## src/rtl/sserr_pkg.sv

```systemverilog
package sserr_pkg;
  localparam int unsigned N_ERR     = 4;
  localparam int unsigned IDX_BAUD  = 0;
  localparam int unsigned IDX_PHASE = 1;
  localparam int unsigned IDX_RX    = 2;
  localparam int unsigned IDX_TX    = 3;
endpackage

```

## src/rtl/sserr_clk_watch.sv

```systemverilog
module sserr_clk_watch #(
  parameter int unsigned RLD_W = 13
) (
  input  logic             clk,
  input  logic             rst_n,
  input  logic             slave_mode,
  input  logic             cpol,
  input  logic             cpha,
  input  logic [RLD_W-1:0] reload,
  input  logic             sclk_in,
  input  logic             frame_done,
  output logic             sample_edge,
  output logic             baud_bad
);
  localparam int unsigned CNT_W = RLD_W + 3;
  localparam logic [CNT_W-1:0] CNT_MAX = '1;

  logic             sclk_q;
  logic             lead, trail;
  logic             armed;
  logic [CNT_W-1:0] cnt;
  logic [CNT_W-1:0] lo_lim, hi_lim;

  always_ff @(posedge clk) begin
    if (!rst_n) sclk_q <= 1'b0;
    else        sclk_q <= sclk_in;
  end

  assign lead        = (sclk_q == cpol) && (sclk_in != cpol);
  assign trail       = (sclk_q != cpol) && (sclk_in == cpol);
  assign sample_edge = cpha ? lead : trail;

  // period counter: restarts at each leading edge, saturates
  always_ff @(posedge clk) begin
    if (!rst_n)              cnt <= '0;
    else if (lead)           cnt <= CNT_W'(1);
    else if (cnt != CNT_MAX) cnt <= cnt + CNT_W'(1);
  end

  always_ff @(posedge clk) begin
    if (!rst_n)                        armed <= 1'b0;
    else if (!slave_mode || frame_done) armed <= 1'b0;
    else if (lead)                     armed <= 1'b1;
  end

  assign lo_lim   = CNT_W'(reload) + CNT_W'(1);
  assign hi_lim   = lo_lim << 2;
  assign baud_bad = slave_mode && armed && lead && !frame_done &&
                    ((cnt < lo_lim) || (cnt > hi_lim));

  // a leading edge in slave mode leaves the measurement armed
  p_arm_on_lead_r2: assert property (@(posedge clk) disable iff (!rst_n)
    (lead && slave_mode && !frame_done) |=> armed);
endmodule

```

## src/rtl/sserr_buf_watch.sv

```systemverilog
module sserr_buf_watch (
  input  logic clk,
  input  logic rst_n,
  input  logic slave_mode,
  input  logic rbuf_read,
  input  logic tbuf_write,
  input  logic xfer_start,
  input  logic frame_done,
  output logic rx_bad,
  output logic tx_bad
);
  logic rbuf_full;
  logic tbuf_fresh;

  always_ff @(posedge clk) begin
    if (!rst_n)          rbuf_full <= 1'b0;
    else if (frame_done) rbuf_full <= 1'b1;
    else if (rbuf_read)  rbuf_full <= 1'b0;
  end

  always_ff @(posedge clk) begin
    if (!rst_n)          tbuf_fresh <= 1'b0;
    else if (xfer_start) tbuf_fresh <= 1'b0;
    else if (tbuf_write) tbuf_fresh <= 1'b1;
  end

  assign rx_bad = frame_done && rbuf_full && !rbuf_read;
  assign tx_bad = slave_mode && xfer_start && !tbuf_fresh && !tbuf_write;

  p_full_after_frame_r4: assert property (@(posedge clk) disable iff (!rst_n)
    frame_done |=> rbuf_full);
  p_fresh_after_write_r5: assert property (@(posedge clk) disable iff (!rst_n)
    (tbuf_write && !xfer_start) |=> tbuf_fresh);
endmodule

```

## src/rtl/sserr_sticky.sv

```systemverilog
module sserr_sticky #(
  parameter int unsigned N = 4
) (
  input  logic         clk,
  input  logic         rst_n,
  input  logic [N-1:0] set_req,
  input  logic [N-1:0] clr,
  output logic [N-1:0] flags
);
  for (genvar i = 0; i < N; i++) begin : g_flag
    always_ff @(posedge clk) begin
      if (!rst_n)          flags[i] <= 1'b0;
      else if (set_req[i]) flags[i] <= 1'b1;
      else if (clr[i])     flags[i] <= 1'b0;
    end

    p_set_wins_r8: assert property (@(posedge clk) disable iff (!rst_n)
      set_req[i] |=> flags[i]);
    p_hold_r8: assert property (@(posedge clk) disable iff (!rst_n)
      (flags[i] && !clr[i]) |=> flags[i]);
  end
endmodule

```

## src/rtl/sserr_monitor.sv

```systemverilog
module sserr_monitor
  import sserr_pkg::*;
#(
  parameter int unsigned RLD_W = 13
) (
  input  logic             clk,
  input  logic             rst_n,
  input  logic             slave_mode,
  input  logic             cpol,
  input  logic             cpha,
  input  logic [RLD_W-1:0] reload,
  input  logic             sclk_in,
  input  logic             din,
  input  logic             rbuf_read,
  input  logic             tbuf_write,
  input  logic             xfer_start,
  input  logic             frame_done,
  input  logic             en_baud,
  input  logic             en_phase,
  input  logic             en_rx,
  input  logic             en_tx,
  input  logic             auto_rst_en,
  input  logic [N_ERR-1:0] flag_clr,
  output logic [N_ERR-1:0] err_flags,
  output logic             err_irq,
  output logic             reset_req
);
  logic             sample_edge, baud_bad, rx_bad, tx_bad;
  logic             din_q;
  logic [N_ERR-1:0] set_req;

  sserr_clk_watch #(.RLD_W(RLD_W)) u_clk (
    .clk(clk), .rst_n(rst_n), .slave_mode(slave_mode), .cpol(cpol),
    .cpha(cpha), .reload(reload), .sclk_in(sclk_in),
    .frame_done(frame_done), .sample_edge(sample_edge), .baud_bad(baud_bad)
  );

  sserr_buf_watch u_buf (
    .clk(clk), .rst_n(rst_n), .slave_mode(slave_mode),
    .rbuf_read(rbuf_read), .tbuf_write(tbuf_write),
    .xfer_start(xfer_start), .frame_done(frame_done),
    .rx_bad(rx_bad), .tx_bad(tx_bad)
  );

  always_ff @(posedge clk) begin
    if (!rst_n) din_q <= 1'b0;
    else        din_q <= din;
  end

  always_comb begin
    set_req            = '0;
    set_req[IDX_BAUD]  = baud_bad && en_baud;
    set_req[IDX_PHASE] = sample_edge && (din != din_q) && en_phase;
    set_req[IDX_RX]    = rx_bad && en_rx;
    set_req[IDX_TX]    = tx_bad && en_tx;
  end

  sserr_sticky #(.N(N_ERR)) u_flags (
    .clk(clk), .rst_n(rst_n), .set_req(set_req), .clr(flag_clr),
    .flags(err_flags)
  );

  always_ff @(posedge clk) begin
    if (!rst_n) begin
      err_irq   <= 1'b0;
      reset_req <= 1'b0;
    end else begin
      err_irq   <= set_req[IDX_RX] || set_req[IDX_TX];
      reset_req <= set_req[IDX_BAUD] && auto_rst_en;
    end
  end

  p_irq_src_r6: assert property (@(posedge clk) disable iff (!rst_n)
    err_irq |-> (err_flags[IDX_RX] || err_flags[IDX_TX]));
  p_rst_src_r7: assert property (@(posedge clk) disable iff (!rst_n)
    reset_req |-> (err_flags[IDX_BAUD] && $past(auto_rst_en)));
  p_gate_rx_r1: assert property (@(posedge clk) disable iff (!rst_n)
    $rose(err_flags[IDX_RX]) |-> $past(en_rx));
  p_gate_tx_r1: assert property (@(posedge clk) disable iff (!rst_n)
    $rose(err_flags[IDX_TX]) |-> $past(en_tx));
endmodule

```

## config.mk

```make
export PLATFORM = sky130hd
export DESIGN_NAME = sserr_monitor
export DESIGN_NICKNAME = d
export VERILOG_FILES = /design/src/rtl/sserr_pkg.sv /design/src/rtl/sserr_clk_watch.sv /design/src/rtl/sserr_buf_watch.sv /design/src/rtl/sserr_sticky.sv /design/src/rtl/sserr_monitor.sv
export SDC_FILE = /design/constraint.sdc
export NUM_CORES = 1
export LEC_CHECK = 0
export BUFFER_PORTS_ARGS = -buffer_cell sky130_fd_sc_hd__buf_2
export CAP_MARGIN = 20
export CORE_MARGIN = 1.5
export CORE_UTILIZATION = 25
export CTS_CLUSTER_DIAMETER = 40
export DETAILED_ROUTE_END_ITERATION = 10
export PLACE_DENSITY_LB_ADDON = 0.1
export SKIP_CTS_REPAIR_TIMING = 1
export SYNTH_ARGS = -nofsm -noshare
export SYNTH_HDL_FRONTEND = slang
export SYNTH_HIERARCHICAL = 1
export SYNTH_SLANG_ARGS = --single-unit
```

## constraint.sdc

```tcl
create_clock -name clk -period 2.55 [get_ports clk]
set_input_delay 0.1275 -clock clk [delete_from_list [all_inputs] [get_ports clk]]
set_output_delay 0.1275 -clock clk [all_outputs]
set_load 0.05 [all_outputs]
```

== Yosys cells after proc, flatten, opt, wreduce, memory -nomap -nowiden ==
Index checks and enable logic that the tools add are counted.
Operators by class
  $add $sub $neg: 2
  $lt $le $gt $ge: 2
  equal/unequal tests: 6
  mux-type cells: 13
  bitwise operators: 1
  reduce and logical (&&, ||, !) cells: 34
Operator list (number)
  $logic_and A1 B1 Y1: 17
  $add A16 B1 Y16 const B: 1
  $gt A16 B16 Y1: 1
  $lt A16 B14 Y1: 1
  $ne A16 B16 Y1 const B: 1
  $add A13 B1 Y14 const B: 1
  $mux W1: 13
  $reduce_bool A2 Y1: 6
  $reduce_or A2 Y1: 3
  $logic_not A1 Y1: 5
  $logic_or A1 B1 Y1: 3
  $ne A1 B1 Y1: 3
  $eq A1 B1 Y1: 2
  $not A1 Y1: 1
Storage, ports and cells
  flip-flop bits (word level): 27
  bits of input ports: 33
  output and inout port bits: 6
  logic and storage cells: 71

== Longest topological paths before layout ==
  word-level depth: 7
  depth in mapped cells: 14
  gate-level depth less buffers: 14

== Modules after synthesis ==
The synthesis kept the hierarchy.
By module, submodules not included
  sserr_clk_watch: instances 1, cells an instance 218, area each 1883.1 µm², seq. area each 360.3 µm²
  sserr_sticky: instances 1, cells an instance 12, area each 165.2 µm², seq. area each 80.1 µm²
  sserr_monitor: instances 1, cells an instance 11, area each 120.1 µm², seq. area each 60.1 µm²
  sserr_buf_watch: instances 1, cells an instance 8, area each 85.1 µm², seq. area each 40.0 µm²

== Least setup slack after synthesis ==
No wires, ideal clock.
  kind: input port to flip-flop
  start point: input port reload[7]
  end point: register u_flags.flags[0]
  library setup time: 0.115 ns
  arrival: 2.224 ns
  required time: 2.435 ns
  slack: 0.211 ns
  stages on the path: 11
  buffers on the path: 1
  cells stage by stage: buf_4 nand4_1 nor3_4 nand3_1 ha_1 nand2_1 or4_1 a21oi_1 o32ai_2 and2_4 o21a_1
On the way
  longest elaborated chain between the ends: 6
  elaborated cells between the ends (all ways): 8
  those cells by class: add/sub: 1; order compare: 2; mux: 1; reduce/logical: 4
Ends and longest elaborated chain
  from (decl): RTL line sserr_monitor.sv:11  | input logic [RLD_W-1:0] reload,
  $add A13 B1 Y14 (*): RTL line sserr_clk_watch.sv:46  | assign lo_lim = CNT_W'(reload) + CNT_W'(1);
  $lt A16 B14 Y1 or $gt A16 B16 Y1 (tied branches): RTL line sserr_clk_watch.sv:49  | ((cnt < lo_lim) || (cnt > hi_lim));
  $logic_or A1 B1 Y1 (*): RTL line sserr_clk_watch.sv:49
  $logic_and A1 B1 Y1 (*): RTL line sserr_clk_watch.sv:48  | assign baud_bad = slave_mode && armed && lead && !frame_done &&
  via baud_bad: RTL line sserr_monitor.sv:28  | logic sample_edge, baud_bad, rx_bad, tx_bad;
  $logic_and A1 B1 Y1 (*): RTL line sserr_monitor.sv:52  | set_req[IDX_BAUD] = baud_bad && en_baud;
  via set_req[0]: RTL line sserr_monitor.sv:30  | logic [N_ERR-1:0] set_req;
  $mux W1 or $reduce_bool A2 Y1 (tied branches)
  to (signal, indexed assignment): RTL line sserr_sticky.sv:12  | if (!rst_n) flags[i] <= 1'b0;
  to (signal, indexed assignment): RTL line sserr_sticky.sv:13  | else if (set_req[i]) flags[i] <= 1'b1;
  to (signal, indexed assignment): RTL line sserr_sticky.sv:14  | else if (clr[i]) flags[i] <= 1'b0;
  to (decl): RTL line sserr_sticky.sv:8  | output logic [N-1:0] flags
Mark *: on every way through the listed nets, which the timed path passes. The rest lies on a longest branch.
A chain may end at the register's enable or synchronous reset.

== Worst setup path after layout ==
  start point: input port reload[0]
  end point: register reset_req
On the way
  longest elaborated chain between the ends: 6
  elaborated cells between the ends (all ways): 7
  those cells by class: add/sub: 1; order compare: 2; reduce/logical: 4
Ends and longest elaborated chain
  $add A13 B1 Y14 (*): RTL line sserr_clk_watch.sv:46
  $lt A16 B14 Y1 or $gt A16 B16 Y1 (tied branches): RTL line sserr_clk_watch.sv:49
  $logic_or A1 B1 Y1 (*): RTL line sserr_clk_watch.sv:49
  $logic_and A1 B1 Y1 (*): RTL line sserr_clk_watch.sv:48
  via baud_bad: RTL line sserr_monitor.sv:28
  $logic_and A1 B1 Y1 (*): RTL line sserr_monitor.sv:52
  via set_req[0]: RTL line sserr_monitor.sv:30
  $logic_and A1 B1 Y1 (*): RTL line sserr_monitor.sv:69  | reset_req <= set_req[IDX_BAUD] && auto_rst_en;
  to (signal assigned): RTL line sserr_monitor.sv:69
  to (decl): RTL line sserr_monitor.sv:26  | output logic reset_req
Marked as above.

==> out/qor.yml <==
status: "finished, final reports clean"
rr_startpoint: "u_clk/cnt[3]"
post-route-period-util: 0.919
dp_hpwl_um: 4430
hold_end: "u_buf/tbuf_fresh"
wl_per_cell_um: 12.7
use_met1: 0.165
yosys.area.top_type: "dfxtp_1"
fin_cells: 416
synth-seq-area-share: 0.240
synth_nets: 301
critical_path_required_ns: 2.77
crit_path_end_kind: "register"
min_path_cells: 2
clk_pin_slew_ns: 0.10
initial_core_util: 0.258
clockBufferDepth: 2
cts_tree: "yes"
die_h_um: 97.9
synth_seq_cells: 27
cts-buffers-inserted: 3
pwr-share-seq: 0.500
dp.cells: 412
cellPowerDensity_nw_per_um2: 315
grt_pass1_wl_um: 9090
avgSynthCellArea_um2: 9.05
num_vias: 1907
track_usage: 0.116
coreArea_um2: 8720
rows: 34
finalSetupViolCount: 0
drive_gt1_frac: 0.292
tightest_slew_ns: 0.564
r2r_slack_ns: 0.29
netlist_instances: 249
finalInstanceArea_um2: 2770
clockPowerShare: 0.293
rsz0062_at_grt: "no"
drtIter0Drc: 50
clock_latency_ns: 0.28
gp_congestion: 0.724
slew-limit-headroom: 0.623
ioPinCount: 39
p_comb_frac: 0.207
yosys_warnings: 6
synth_area_leaders: "dfxtp_1 (24%), ha_1 (11%), xnor2_1 (7.8%)"
wl_um: 5270
grt_util_met2: 0.187
leakage_nw: 1.17
place_area_um2: 2710
viasPerCell: 4.58
fp.dieArea_um2: 9590
cts_root_buf: "clkbuf_8"
arrival_ns: 2.57
crit_type: "primary input to register"
max_freq_ghz: 0.427
ys_async_sr_fraction: 0
ant_nets: 0
min_from: "xfer_start"
grt_pass1_vias: 1791
portBuffers: 38
ys_dominant_reg_cell: "dfxtp_1"
die_w_um: 97.9
yosysUniqueCellTypes: 57
switching_share: 0.278
worstRegToRegCells: 9
crit_path_start_kind: "primary input"
dr.pass1.iters: 4
clock_sinks: 27
skew_ns: 0.00704
syn_area_um2: 2250
crit_fanout: 5
overflow: 0
ir_drop_uv: 190
area_growth_pct: 22.8
drv_slew: 0
rr_endpoint: "reset_req"
p_sw_mw: 0.242
drcViolationCount: 0
finalSetupTns_ns: 0
hold_viol_final: 0
min_path_type: "primary input to register"
antenna_found_initial: 0
grt.busiest_layer: "met2"
fin_util: 0.317
diodes: 0
startpoint: "reload[0]"
cts_max_level: 1
synth_top_area_frac: 0.240
post-route-min-period_ns: 2.34
maxCapViolations: 0
power_mw: 0.872
grt_util_met3: 0.0222
finalNetCount: 361
grt_max_degree: 17
synth_edf_count: 0
intPower_mw: 0.630
## worst max-delay path by stage
stage          cells after the start  slack (ns)                to
2_1_floorplan                     11        0.21  u_flags/flags[0]
3_3_place_gp                      13       -0.04         reset_req
3_5_place_dp                      15       -0.09         reset_req
4_1_cts                           15        0.20         reset_req
5_1_grt                           13        0.05         reset_req
6_report                          15        0.21         reset_req
## stage by stage
stage | hold WS, ns | setup WS, ns
floorplan | 0.204 | 0.212
global placement | 0.314 | -0.0434
detailed placement | 0.316 | -0.0906
CTS | 0.00496 | 0.202
global route | 0.00223 | 0.0508
finish | 0.00932 | 0.206
## synthesized netlist by cell type, drive strengths merged, types with 4 or more instances
| library cell | instances |
|---|---|
| dfxtp | 27 |
| nor2 | 26 |
| xnor2 | 20 |
| ha | 19 |
| inv | 12 |
| nand2 | 12 |
| nand3 | 12 |
| nor2b | 11 |
| nor3 | 9 |
| o21a | 8 |
| nand4 | 7 |
| a21oi | 6 |
| and2 | 6 |
| nor4 | 6 |
| xnor3 | 6 |
| xor2 | 6 |
| and3 | 5 |
| o21ai | 5 |
| buf | 4 |
| clkbuf | 4 |
## cell usage in the layout (no fill, tap or decap), types with 3 or more instances in the layout
master,count
inv_1,12
nand3_1,12
o211ai_1,3
xnor3_2,5
nand4_1,6
ha_1,19
o21a_1,8
o21ai_0,5
a21oi_1,6
o211a_1,3
and2_1,3
nor3_1,8
nand2_1,12
clkbuf_8,3
and3_1,4
xor2_1,6
buf_2,38
xnor2_1,19
nor4_1,4
buf_4,26
nor2b_4,5
nor2b_1,6
nor2_1,26
dfxtp_1,27
## worst max-delay path: stages
cell and delay (ns):
buf_2 0.13, ha_1 0.20, inv_1 0.10, nor2_1 0.07
xnor2_1 0.21, ha_1 0.24, nor2b_1 0.06, o21ai_0 0.06
and3b_1 0.17, a221oi_1 0.04, o2bb2a_1 0.31, o211a_1 0.22
o32ai_2 0.31, and2_4 0.19, and3_1 0.14
## kinds of logic (layout without fill, tap and decap cells)
family / count (synthesis) / after routing / synth area share
buf+inv: 21 / 80 / 0.0477
xor+xnor: 32 / 32 / 0.164
compound gates: 41 / 41 / 0.138
flops: 27 / 27 / 0.240
simple gates: 105 / 105 / 0.287
mux: 3 / 3 / 0.0139
fa+ha+maj: 20 / 20 / 0.110
## routing by layer
| metal | vias to the layer above | part of all wire |
|---|---|---|
| met5 | - | 0 |
| met2 | 16 | 0.47 |
| met4 | 0 | 0.0044 |
| met1 | 873 | 0.49 |
| li1 | 1016 | - |
| met3 | 2 | 0.030 |
## sequential cells by signal, indices dropped and copies added (netlist names)
signal / count
din_q: 1
err_irq: 1
reset_req: 1
u_buf/rbuf_full: 1
u_buf/tbuf_fresh: 1
u_clk/armed: 1
u_clk/cnt: 16
u_clk/sclk_q: 1
u_flags/flags: 4
## power by group through the flow
stage / Clock (mW) / Combinational [mW] / Sequential [mW]
after CTS: 0.271 / 0.183 / 0.436
after floorplan: 0 / 0.0938 / 0.451
after detailed placement: 0 / 0.183 / 0.446
after global routing: 0.290 / 0.206 / 0.438
after global placement: 0 / 0.182 / 0.446
final: 0.256 / 0.180 / 0.436
## area by class of cell
type,count,area (um^2)
Clock buffer,3,41.3
Multi-Input combinational cell,201,1610
Fill cell,941,5950
Sequential cell,27,541
Clock inverter,1,7.51
Tap cell,108,135
Inverter,12,45.0
Timing Repair Buffer,64,385
Power figures use the tool's default switching activity.
